<file path="src/rtl/tmr_pkg.sv">
package tmr_pkg;

    typedef enum logic [1:0] {
        ALIGN_EDGE     = 2'd0,
        ALIGN_CTR_DN   = 2'd1,
        ALIGN_CTR_UP   = 2'd2,
        ALIGN_CTR_BOTH = 2'd3
    } align_e;

    typedef struct packed {
        logic   run;
        logic   down;
        align_e mode;
        logic   one_shot;
        logic   buffered;
        logic   upd_off;
        logic   wrap_only;
        logic   irq_en;
    } tmr_ctrl_t;

    // Which sweep of the count may raise compare flags
    function automatic logic phase_allows(align_e m, logic falling);
        case (m)
            ALIGN_EDGE:   return 1'b1;
            ALIGN_CTR_DN: return falling;
            ALIGN_CTR_UP: return ~falling;
            default:      return 1'b1;
        endcase
    endfunction

endpackage

</file>
<file path="src/rtl/tmr_prescaler.sv">
module tmr_prescaler #(
    parameter int PW = 16
) (
    input  logic          clk,
    input  logic          rst,
    input  logic          run,
    input  logic          qual,
    input  logic          restart,
    input  logic [PW-1:0] div,
    output logic          tick
);
    logic [PW-1:0] acc_q;
    logic          at_end;

    assign at_end = (acc_q >= div);
    assign tick   = run & qual & ~restart & at_end;

    always_ff @(posedge clk) begin
        if (rst || restart) begin
            acc_q <= '0;
        end else if (run && qual) begin
            acc_q <= at_end ? '0 : acc_q + 1'b1;
        end
    end
endmodule

</file>
<file path="src/rtl/tmr_counter.sv">
module tmr_counter
    import tmr_pkg::*;
#(
    parameter int CW = 16
) (
    input  logic          clk,
    input  logic          rst,
    input  logic          tick,
    input  logic          restart,
    input  align_e        mode,
    input  logic          down_sel,
    input  logic [CW-1:0] limit,
    input  logic [CW-1:0] restart_val,
    output logic [CW-1:0] cnt,
    output logic          falling,
    output logic          wrap
);
    logic [CW-1:0] cnt_q, cnt_n;
    logic          fall_q, fall_n;
    logic [CW:0]   up_n;

    assign up_n = {1'b0, cnt_q} + 1'b1;

    always_comb begin
        cnt_n  = cnt_q;
        fall_n = fall_q;
        wrap   = 1'b0;
        if (tick) begin
            if (mode == ALIGN_EDGE) begin
                fall_n = 1'b0;
                if (!down_sel) begin
                    if (cnt_q >= limit) begin
                        cnt_n = '0;
                        wrap  = 1'b1;
                    end else begin
                        cnt_n = up_n[CW-1:0];
                    end
                end else begin
                    if (cnt_q == '0) begin
                        cnt_n = limit;
                        wrap  = 1'b1;
                    end else begin
                        cnt_n = cnt_q - 1'b1;
                    end
                end
            end else if (!fall_q) begin
                if (up_n >= {1'b0, limit}) begin
                    cnt_n  = limit;
                    fall_n = 1'b1;
                    wrap   = 1'b1;
                end else begin
                    cnt_n = up_n[CW-1:0];
                end
            end else begin
                if (cnt_q <= CW'(1)) begin
                    cnt_n  = '0;
                    fall_n = 1'b0;
                    wrap   = 1'b1;
                end else begin
                    cnt_n = cnt_q - 1'b1;
                end
            end
        end
    end

    always_ff @(posedge clk) begin
        if (rst) begin
            cnt_q  <= '0;
            fall_q <= 1'b0;
        end else if (restart) begin
            cnt_q  <= restart_val;
            fall_q <= 1'b0;
        end else begin
            cnt_q  <= cnt_n;
            fall_q <= fall_n;
        end
    end

    assign cnt     = cnt_q;
    assign falling = fall_q;
endmodule

</file>
<file path="src/rtl/tmr_update_ctl.sv">
module tmr_update_ctl
    import tmr_pkg::*;
#(
    parameter int            CW          = 16,
    parameter int            PW          = 16,
    parameter logic [CW-1:0] RELOAD_INIT = '1
) (
    input  logic          clk,
    input  logic          rst,
    input  logic          cfg_wr,
    input  tmr_ctrl_t     cfg_in,
    input  logic          reload_wr,
    input  logic [CW-1:0] reload_val,
    input  logic          presc_wr,
    input  logic [PW-1:0] presc_val,
    input  logic          sw_upd,
    input  logic          ext_upd,
    input  logic          flag_clr,
    input  logic          wrap,
    output tmr_ctrl_t     ctrl,
    output logic [CW-1:0] limit,
    output logic [CW-1:0] restart_val,
    output logic [PW-1:0] div,
    output logic          restart,
    output logic          evt_q,
    output logic          flag_q
);
    tmr_ctrl_t     ctrl_q;
    logic [CW-1:0] lim_pre, lim_act;
    logic [PW-1:0] div_pre, div_act;
    logic          evt, flag_set;

    assign restart  = sw_upd | ext_upd;
    assign evt      = ~ctrl_q.upd_off & (wrap | restart);
    assign flag_set = evt & (~ctrl_q.wrap_only | wrap);

    assign restart_val = (ctrl_q.mode == ALIGN_EDGE && ctrl_q.down)
                         ? (evt ? lim_pre : lim_act) : '0;

    always_ff @(posedge clk) begin
        if (rst) begin
            ctrl_q  <= tmr_ctrl_t'('0);
            lim_pre <= RELOAD_INIT;
            lim_act <= RELOAD_INIT;
            div_pre <= '0;
            div_act <= '0;
            evt_q   <= 1'b0;
            flag_q  <= 1'b0;
        end else begin
            if (cfg_wr) begin
                ctrl_q <= cfg_in;
            end else if (evt && ctrl_q.one_shot) begin
                ctrl_q.run <= 1'b0;
            end

            if (reload_wr) begin
                lim_pre <= reload_val;
            end
            if (reload_wr && !ctrl_q.buffered) begin
                lim_act <= reload_val;
            end else if (evt) begin
                lim_act <= lim_pre;
            end

            if (presc_wr) begin
                div_pre <= presc_val;
            end
            if (evt) begin
                div_act <= div_pre;
            end

            evt_q <= evt;
            if (flag_set) begin
                flag_q <= 1'b1;
            end else if (flag_clr) begin
                flag_q <= 1'b0;
            end
        end
    end

    assign ctrl  = ctrl_q;
    assign limit = lim_act;
    assign div   = div_act;
endmodule

</file>
<file path="src/rtl/updown_timer.sv">
module updown_timer
    import tmr_pkg::*;
#(
    parameter int               CNT_W       = 16,
    parameter int               PSC_W       = 16,
    parameter logic [CNT_W-1:0] RELOAD_INIT = '1
) (
    input  logic             clk,
    input  logic             rst,
    input  logic             cfg_wr,
    input  logic             cfg_run,
    input  logic             cfg_down,
    input  logic [1:0]       cfg_align,
    input  logic             cfg_one_shot,
    input  logic             cfg_buffered,
    input  logic             cfg_upd_off,
    input  logic             cfg_wrap_only,
    input  logic             cfg_irq_en,
    input  logic             reload_wr,
    input  logic [CNT_W-1:0] reload_val,
    input  logic             presc_wr,
    input  logic [PSC_W-1:0] presc_val,
    input  logic             count_qual,
    input  logic             sw_update,
    input  logic             ext_reinit,
    input  logic             flag_clr,
    output logic [CNT_W-1:0] count,
    output logic             count_down,
    output logic             upd_pulse,
    output logic             upd_flag,
    output logic             upd_irq,
    output logic             cmp_phase_ok,
    output logic             running
);
    tmr_ctrl_t        cfg_in, ctrl;
    logic [CNT_W-1:0] limit, restart_val;
    logic [PSC_W-1:0] div;
    logic             restart, tick, wrap, falling;

    assign cfg_in = '{run:       cfg_run,
                      down:      cfg_down,
                      mode:      align_e'(cfg_align),
                      one_shot:  cfg_one_shot,
                      buffered:  cfg_buffered,
                      upd_off:   cfg_upd_off,
                      wrap_only: cfg_wrap_only,
                      irq_en:    cfg_irq_en};

    tmr_update_ctl #(.CW(CNT_W), .PW(PSC_W), .RELOAD_INIT(RELOAD_INIT)) u_ctl (
        .clk        (clk),
        .rst        (rst),
        .cfg_wr     (cfg_wr),
        .cfg_in     (cfg_in),
        .reload_wr  (reload_wr),
        .reload_val (reload_val),
        .presc_wr   (presc_wr),
        .presc_val  (presc_val),
        .sw_upd     (sw_update),
        .ext_upd    (ext_reinit),
        .flag_clr   (flag_clr),
        .wrap       (wrap),
        .ctrl       (ctrl),
        .limit      (limit),
        .restart_val(restart_val),
        .div        (div),
        .restart    (restart),
        .evt_q      (upd_pulse),
        .flag_q     (upd_flag)
    );

    tmr_prescaler #(.PW(PSC_W)) u_psc (
        .clk    (clk),
        .rst    (rst),
        .run    (ctrl.run),
        .qual   (count_qual),
        .restart(restart),
        .div    (div),
        .tick   (tick)
    );

    tmr_counter #(.CW(CNT_W)) u_cnt (
        .clk        (clk),
        .rst        (rst),
        .tick       (tick),
        .restart    (restart),
        .mode       (ctrl.mode),
        .down_sel   (ctrl.down),
        .limit      (limit),
        .restart_val(restart_val),
        .cnt        (count),
        .falling    (falling),
        .wrap       (wrap)
    );

    assign count_down   = (ctrl.mode == ALIGN_EDGE) ? ctrl.down : falling;
    assign cmp_phase_ok = phase_allows(ctrl.mode, falling);
    assign upd_irq      = upd_flag & ctrl.irq_en;
    assign running      = ctrl.run;
endmodule

</file>
<file path="config.mk">
export PLATFORM = sky130hd
export DESIGN_NAME = updown_timer
export DESIGN_NICKNAME = d
export VERILOG_FILES = /design/src/rtl/tmr_pkg.sv /design/src/rtl/tmr_prescaler.sv /design/src/rtl/tmr_counter.sv /design/src/rtl/tmr_update_ctl.sv /design/src/rtl/updown_timer.sv
export SDC_FILE = /design/constraint.sdc
export NUM_CORES = 1
export LEC_CHECK = 0
export BUFFER_PORTS_ARGS = -buffer_cell sky130_fd_sc_hd__buf_2
export CAP_MARGIN = 20
export CORE_ASPECT_RATIO = 0.6
export CORE_UTILIZATION = 35
export CTS_CLUSTER_DIAMETER = 50
export DETAILED_ROUTE_END_ITERATION = 12
export PLACE_DENSITY = 0.62
export RECOVER_POWER = 25
export SYNTH_ARGS = -nofsm -noshare
export SYNTH_HDL_FRONTEND = slang
export SYNTH_SLANG_ARGS = --single-unit
</file>
<file path="constraint.sdc">
create_clock -name clk -period 7.13 [get_ports clk]
set_input_delay 0.713 -clock clk [delete_from_list [all_inputs] [get_ports clk]]
set_output_delay 0.713 -clock clk [all_outputs]
set_load 0.02 [all_outputs]
</file>
After elaboration in Yosys (flattened, before gate mapping)
Cells that the tools add are included.
W data, S select, Z words.
- $add $sub $neg: 3
- magnitude comparators: 4
- equality and inequality tests: 2
- mux-type cells: 30
- reductions and logical operators: 12
- bitwise logic cells: 13
- operators by type and width (operator ; count):
    $mux W16 ; 13
    $ge A16 B16 Y1 ; 2
    $add A16 B1 Y17 const B ; 1
    $ge A17 B16 Y1 ; 1
    $add A16 B1 Y16 const B ; 1
    $le A16 B1 Y1 const B ; 1
    $logic_not A16 Y1 ; 1
    $mux W1 ; 16
    $sub A16 B1 Y16 const B ; 1
    $and A1 B1 Y1 ; 6
    $reduce_bool A2 Y1 ; 3
    $logic_and A1 B1 Y1 ; 4
    $not A1 Y1 ; 4
    $or A1 B1 Y1 ; 3
    $eq A2 B1 Y1 const B ; 1
    $eq A2 B2 Y1 const B ; 1
    $logic_not A2 Y1 ; 1
    $pmux W1 S2 ; 1
    $reduce_or A2 Y1 ; 1
    $logic_not A1 Y1 ; 1
    $logic_or A1 B1 Y1 ; 1
- input bits: 50
- bits in registers: 108
- output and inout port bits: 22
- logic and storage cells: 81

Longest topological paths before layout
- depth in word-level cells: 11
- mapped depth: 17
- gate-level depth less buffers: 14

Hierarchy
Synthesis repeated with hierarchy kept, for this count alone.
- cells, all modules: 922
- area, all modules: 7576.0 um^2
- modules (own cells, without submodules) (module ; sequential area each (um^2) ; instances ; area each (um^2) ; cells each):
    tmr_counter ; 340.3 ; 1 ; 3148.0 ; 438
    tmr_update_ctl ; 1501.4 ; 1 ; 3128.0 ; 337
    tmr_prescaler ; 320.3 ; 1 ; 1219.9 ; 138
    updown_timer ; 0.0 ; 1 ; 80.1 ; 9

Least setup slack after synthesis
No wires, ideal clock.
- path kind: register to register
- start: register u_cnt.cnt_q[0] (netlist: u_cnt.cnt[0])
- end: register u_ctl.lim_act[4] (netlist: u_ctl.limit[4])
- path buffers: 3
- stages on the path, launching flop included: 18
- arrival time: 3732 ps
- library setup time: 137 ps
- clock period less this slack: 3869 ps
- data required time: 6993 ps
- path slack: 3261 ps
- cell sequence: dfxtp_1 -> clkbuf_1 -> nand3_1 -> or2_2 -> nor4_1 -> xnor2_1 -> inv_1 -> ha_1 -> nand3_1 -> nor3_1 -> a221oi_1 -> nand4_2 -> o31a_2 -> o221ai_2 -> buf_6 -> buf_6 -> mux2i_1 -> a21oi_1
- word-level cells in the longest chain between the ends: 10
- elaborated cells between the ends (all ways): 17
- classes of those cells: add/sub (1); order compare (3); mux (10); bitwise (2); reduce/logical (1)
- RTL lines (item ; line ; text):
    from (decl) ; tmr_counter.sv:18 ; logic [CW-1:0] cnt_q, cnt_n;
    from (signal assigned) ; tmr_counter.sv:71 ; cnt_q <= restart_val;
    from (signal assigned) ; tmr_counter.sv:74 ; cnt_q <= cnt_n;
    $add A16 B1 Y17 ; tmr_counter.sv:22 ; assign up_n = {1'b0, cnt_q} + 1'b1;
    $ge A17 B16 Y1 ; tmr_counter.sv:47 ; if (up_n >= {1'b0, limit}) begin
    $mux W1 ; tmr_counter.sv:47 ;
    $mux W1 ; tmr_counter.sv:46 ; end else if (!fall_q) begin
    $mux W1 * ; tmr_counter.sv:29 ; if (mode == ALIGN_EDGE) begin
    $mux W1 * ; tmr_counter.sv:28 ; if (tick) begin
    $or A1 B1 Y1 * ; tmr_update_ctl.sv:34 ; assign evt = ~ctrl_q.upd_off & (wrap | restart);
    $and A1 B1 Y1 * ; tmr_update_ctl.sv:34 ;
    $mux W16 * (2 in a row) ; - ;
    to (signal assigned) ; tmr_update_ctl.sv:60 ; lim_act <= reload_val;
    to (signal assigned) ; tmr_update_ctl.sv:62 ; lim_act <= lim_pre;
    to (decl) ; tmr_update_ctl.sv:29 ; logic [CW-1:0] lim_pre, lim_act;
Mark *: on every way between the ends. The rest lies on a longest branch, timed or not.
A chain may end at the register's enable or synchronous reset.

Worst setup path after layout
- start: register u_cnt.cnt_q[0] (netlist: u_cnt.cnt[0])
- end: register u_ctl.div_act[5] (netlist: u_ctl.div[5])
- word-level cells in the longest chain between the ends: 8
- elaborated cells between the ends (all ways): 15
- classes of those cells: add/sub (1); order compare (3); mux (8); bitwise (2); reduce/logical (1)
- RTL lines (item ; line ; text):
    $add A16 B1 Y17 ; tmr_counter.sv:22 ;
    $ge A17 B16 Y1 ; tmr_counter.sv:47 ;
    $mux W1 ; tmr_counter.sv:47 ;
    $mux W1 ; tmr_counter.sv:46 ;
    $mux W1 * ; tmr_counter.sv:29 ;
    $mux W1 * ; tmr_counter.sv:28 ;
    $or A1 B1 Y1 * ; tmr_update_ctl.sv:34 ;
    $and A1 B1 Y1 * ; tmr_update_ctl.sv:34 ;
    to (signal assigned) ; tmr_update_ctl.sv:69 ; div_act <= div_pre;
    to (decl) ; tmr_update_ctl.sv:30 ; logic [PW-1:0] div_pre, div_act;
Marks and branches as above.

==> qor.yml <==
placed_design:
  dpl-instance-area_um2: 7550
  hpwl_um: 16300
  placed_cells: 1127
  gp_congestion: 0.980
  portBuffers: 71
clocking:
  clockBufferDepth: 2
  cts_resized: 0
  post_cts_buffers: 0
  clockRootBuffer: "clkbuf_16"
  clk_latency_ps: 350
  ctsHoldBuffers: 0
  cts_tree: "yes"
  cts_made_buffers: 9
  clk_pin_slew_ps: 80
  clkSinkCount: 108
  h-tree-depth: 3
worst_setup_path:
  worstReg2RegStart: "u_cnt.cnt[0]"
  reg2reg_depth: 15
  critPathKind: "reg -> reg"
  path_max_fanout: 21
  worstSetupStartpoint: "u_cnt.cnt[0]"
  r2r_setup_slack_ps: 2000
  endpoint_kind: "flip-flop"
  r2r-end: "u_ctl.div[5]"
  endpoint: "u_ctl.div[5]"
  cp_data_arrival_time_ps: 5250
  cp.required_ps: 7250
  startpoint_type: "flip-flop"
floorplanning:
  die_x_um: 185
  initial_core_util_pct: 36.4
  io_pins: 72
  core_area_um2: 19400
  die_area_um2: 20700
  die_h_um: 112
  core.rowCount: 39
yosys:
  synthCells: 835
  syn-num-nets: 941
  yosysWarnings: 0
  synth-edff-count: 0
  synth_area_um2: 7050
  synth_ff_type: "dfxtp_1"
  avgSynthCellArea_um2: 8.44
  synth_cell_types: 75
  synth_seq_cells: 108
  ys_seq_area_share_pct: 30.7
  synth-async-reset-ratio_pct: 0
global_route:
  grt_pass1_vias: 5769
  antenna_found_initial: 0
  grt_max_degree: 62
  grt_overflow: 0
  grt_pass1_wl_um: 34200
  grt_use_total_pct: 21.5
route:
  vias: 6428
  dr.pass1.iters: 6
  final_antenna_net_count: 0
  drt_iter0_drc: 784
  viasPerCell: 5.62
  drc: 0
  wl_um: 21700
  wire_per_inst_um: 19.0
power:
  p_per_area_nw_per_um2: 196
  p_leak_nw: 3.54
  vdd_ir_drop_max_mv: 0.123
  p_total_w: 0.00154
sta:
  final-hold-violation-count: 0
  finClkSkew_ps: 8.91
  fin_crit_ps: 5130
  setup_violations: 0
  fin_setup_tns_ps: 0
  slew_headroom_pct: -107
  fin_crit_sh_pct: 72.0
  timing_worst_slew_pin_value_ps: 3100
  timing.fmax_mhz: 195
  rsz0062_at_grt: "false"
  drv_slew: 62
finish:
  final_common_cell: "nor2_1"
  fin_cells: 1143
  final_cell_mix: "110 x nor2_1, 108 x dfxtp_1, 90 x mux2i_1, 70 x buf_2, 66 x nand2_1"
  final_nets: 978
  syn2layout_area_growth_pct: 11.2
  n_antenna_cell: 0
  stdcell_area_um2: 7840
  drive_gt1_share_pct: 12.9
run:
  drv_cap: 1
run_status:
  status: "complete, but fails checks"
  violations: "capacitance limit, slew limit"
min_path:
  hold_depth: 2
  hp-class: "reg -> reg"
## through the flow
stage	hold WS (ps)	util, %	worst slack (ps)
after floorplan	451	-	3260
after global placement	473	39.0	2260
after detailed placement	472	39.0	2170
after CTS	486	40.5	2140
after global routing	530	40.5	1710
final	480	40.5	2000
## power by group
part	switching, W	internal (W)	total (W)
Combinational	0.000206	0.000137	0.000343
Sequential	0.0000543	0.000634	0.000689
Clock	0.000259	0.000247	0.000506
Total	0.000519	0.00102	0.00154
## synth_stat cells (3+ instances only)
master / n / area, um2
a21o_1: 5 / 37.5
and2_1: 3 / 18.8
dfxtp_1: 108 / 2160
a222oi_1: 9 / 90.1
clkbuf_1: 30 / 113
nor4_1: 7 / 43.8
o31ai_1: 3 / 22.5
a221oi_1: 10 / 87.6
o221ai_1: 3 / 26.3
o211ai_1: 11 / 82.6
ha_1: 56 / 701
a22oi_1: 5 / 37.5
nand4_1: 8 / 50.1
and4_1: 5 / 43.8
buf_6: 5 / 56.3
o21ai_0: 24 / 120
nand3_1: 20 / 100
nor3_1: 13 / 65.1
nor2_1: 110 / 413
o31a_1: 3 / 26.3
nand2b_1: 4 / 25.0
buf_4: 4 / 30.0
nand2_1: 66 / 248
xnor2_1: 20 / 175
and3_1: 3 / 18.8
a21oi_1: 46 / 230
nor2b_1: 8 / 50.1
xor2_1: 21 / 184
mux2_2: 3 / 33.8
buf_2: 12 / 60.1
a211o_1: 3 / 26.3
a31oi_1: 5 / 31.3
o21ai_1: 6 / 30.0
mux2i_1: 90 / 901
inv_1: 48 / 180
a211oi_1: 6 / 45.0
## sequential cells by signal (all words and copies together) (netlist names)
signal,cells
u_cnt.cnt,16
u_cnt.falling,1
u_ctl.ctrl,9
u_ctl.div,16
u_ctl.div_pre,16
u_ctl.evt_q,1
u_ctl.flag_q,1
u_ctl.lim_pre,16
u_ctl.limit,16
u_psc.acc_q,16
## worst min-delay path by stage
stage	endpoint	from
3_3_place_gp	u_ctl.flag_q	u_ctl.flag_q
6_report	u_ctl.flag_q	u_ctl.flag_q
2_1_floorplan	u_ctl.ctrl[1]	u_ctl.ctrl[1]
3_5_place_dp	u_ctl.flag_q	u_ctl.flag_q
5_1_grt	u_ctl.div_pre[0]	u_ctl.div_pre[0]
4_1_cts	u_ctl.flag_q	u_ctl.flag_q
## critical path: stages, from the launching register on
cell      delay [ps]
dfxtp_1          580
ha_1             280
and4_1           240
nand4_2          180
nor2_1           210
xor2_1           430
ha_1             340
nand4_1          120
nor3_1            70
a221oi_1         330
nand4_2          280
o31a_2           400
o221ai_4         750
buf_4            410
mux2i_1          220
nor2_1            50
## cell families (layout without fill, tap and decap cells)
| kind of cell | after synthesis | after routing | synth area share (%) |
|---|---|---|---|
| buf+inv | 101 | 143 | 6.34 |
| simple gates | 266 | 266 | 17.9 |
| mux | 95 | 95 | 13.6 |
| flops | 108 | 108 | 30.7 |
| compound gates | 168 | 168 | 16.5 |
| xor+xnor | 41 | 41 | 5.09 |
| fa+ha+maj | 56 | 56 | 9.94 |
## per-layer routing
metal / GRT usage, % / part of all wire [%] / vias up
met5: 0 / 0 / -
met4: 3.09 / 0.51 / 0
met3: 6.90 / 12 / 15
met2: 25.1 / 35 / 324
met1: 36.1 / 52 / 3031
li1: - / - / 3058
## area by class of cell
cell class / instances / area (um2)
Fill cell: 2029 / 11500
Multi-Input combinational cell: 626 / 4460
Sequential cell: 108 / 2160
Timing Repair Buffer: 79 / 407
Tap cell: 266 / 333
Clock buffer: 9 / 225
Inverter: 48 / 180
Clock inverter: 7 / 68.8
No activity file was read; power rests on OpenSTA's default activity.
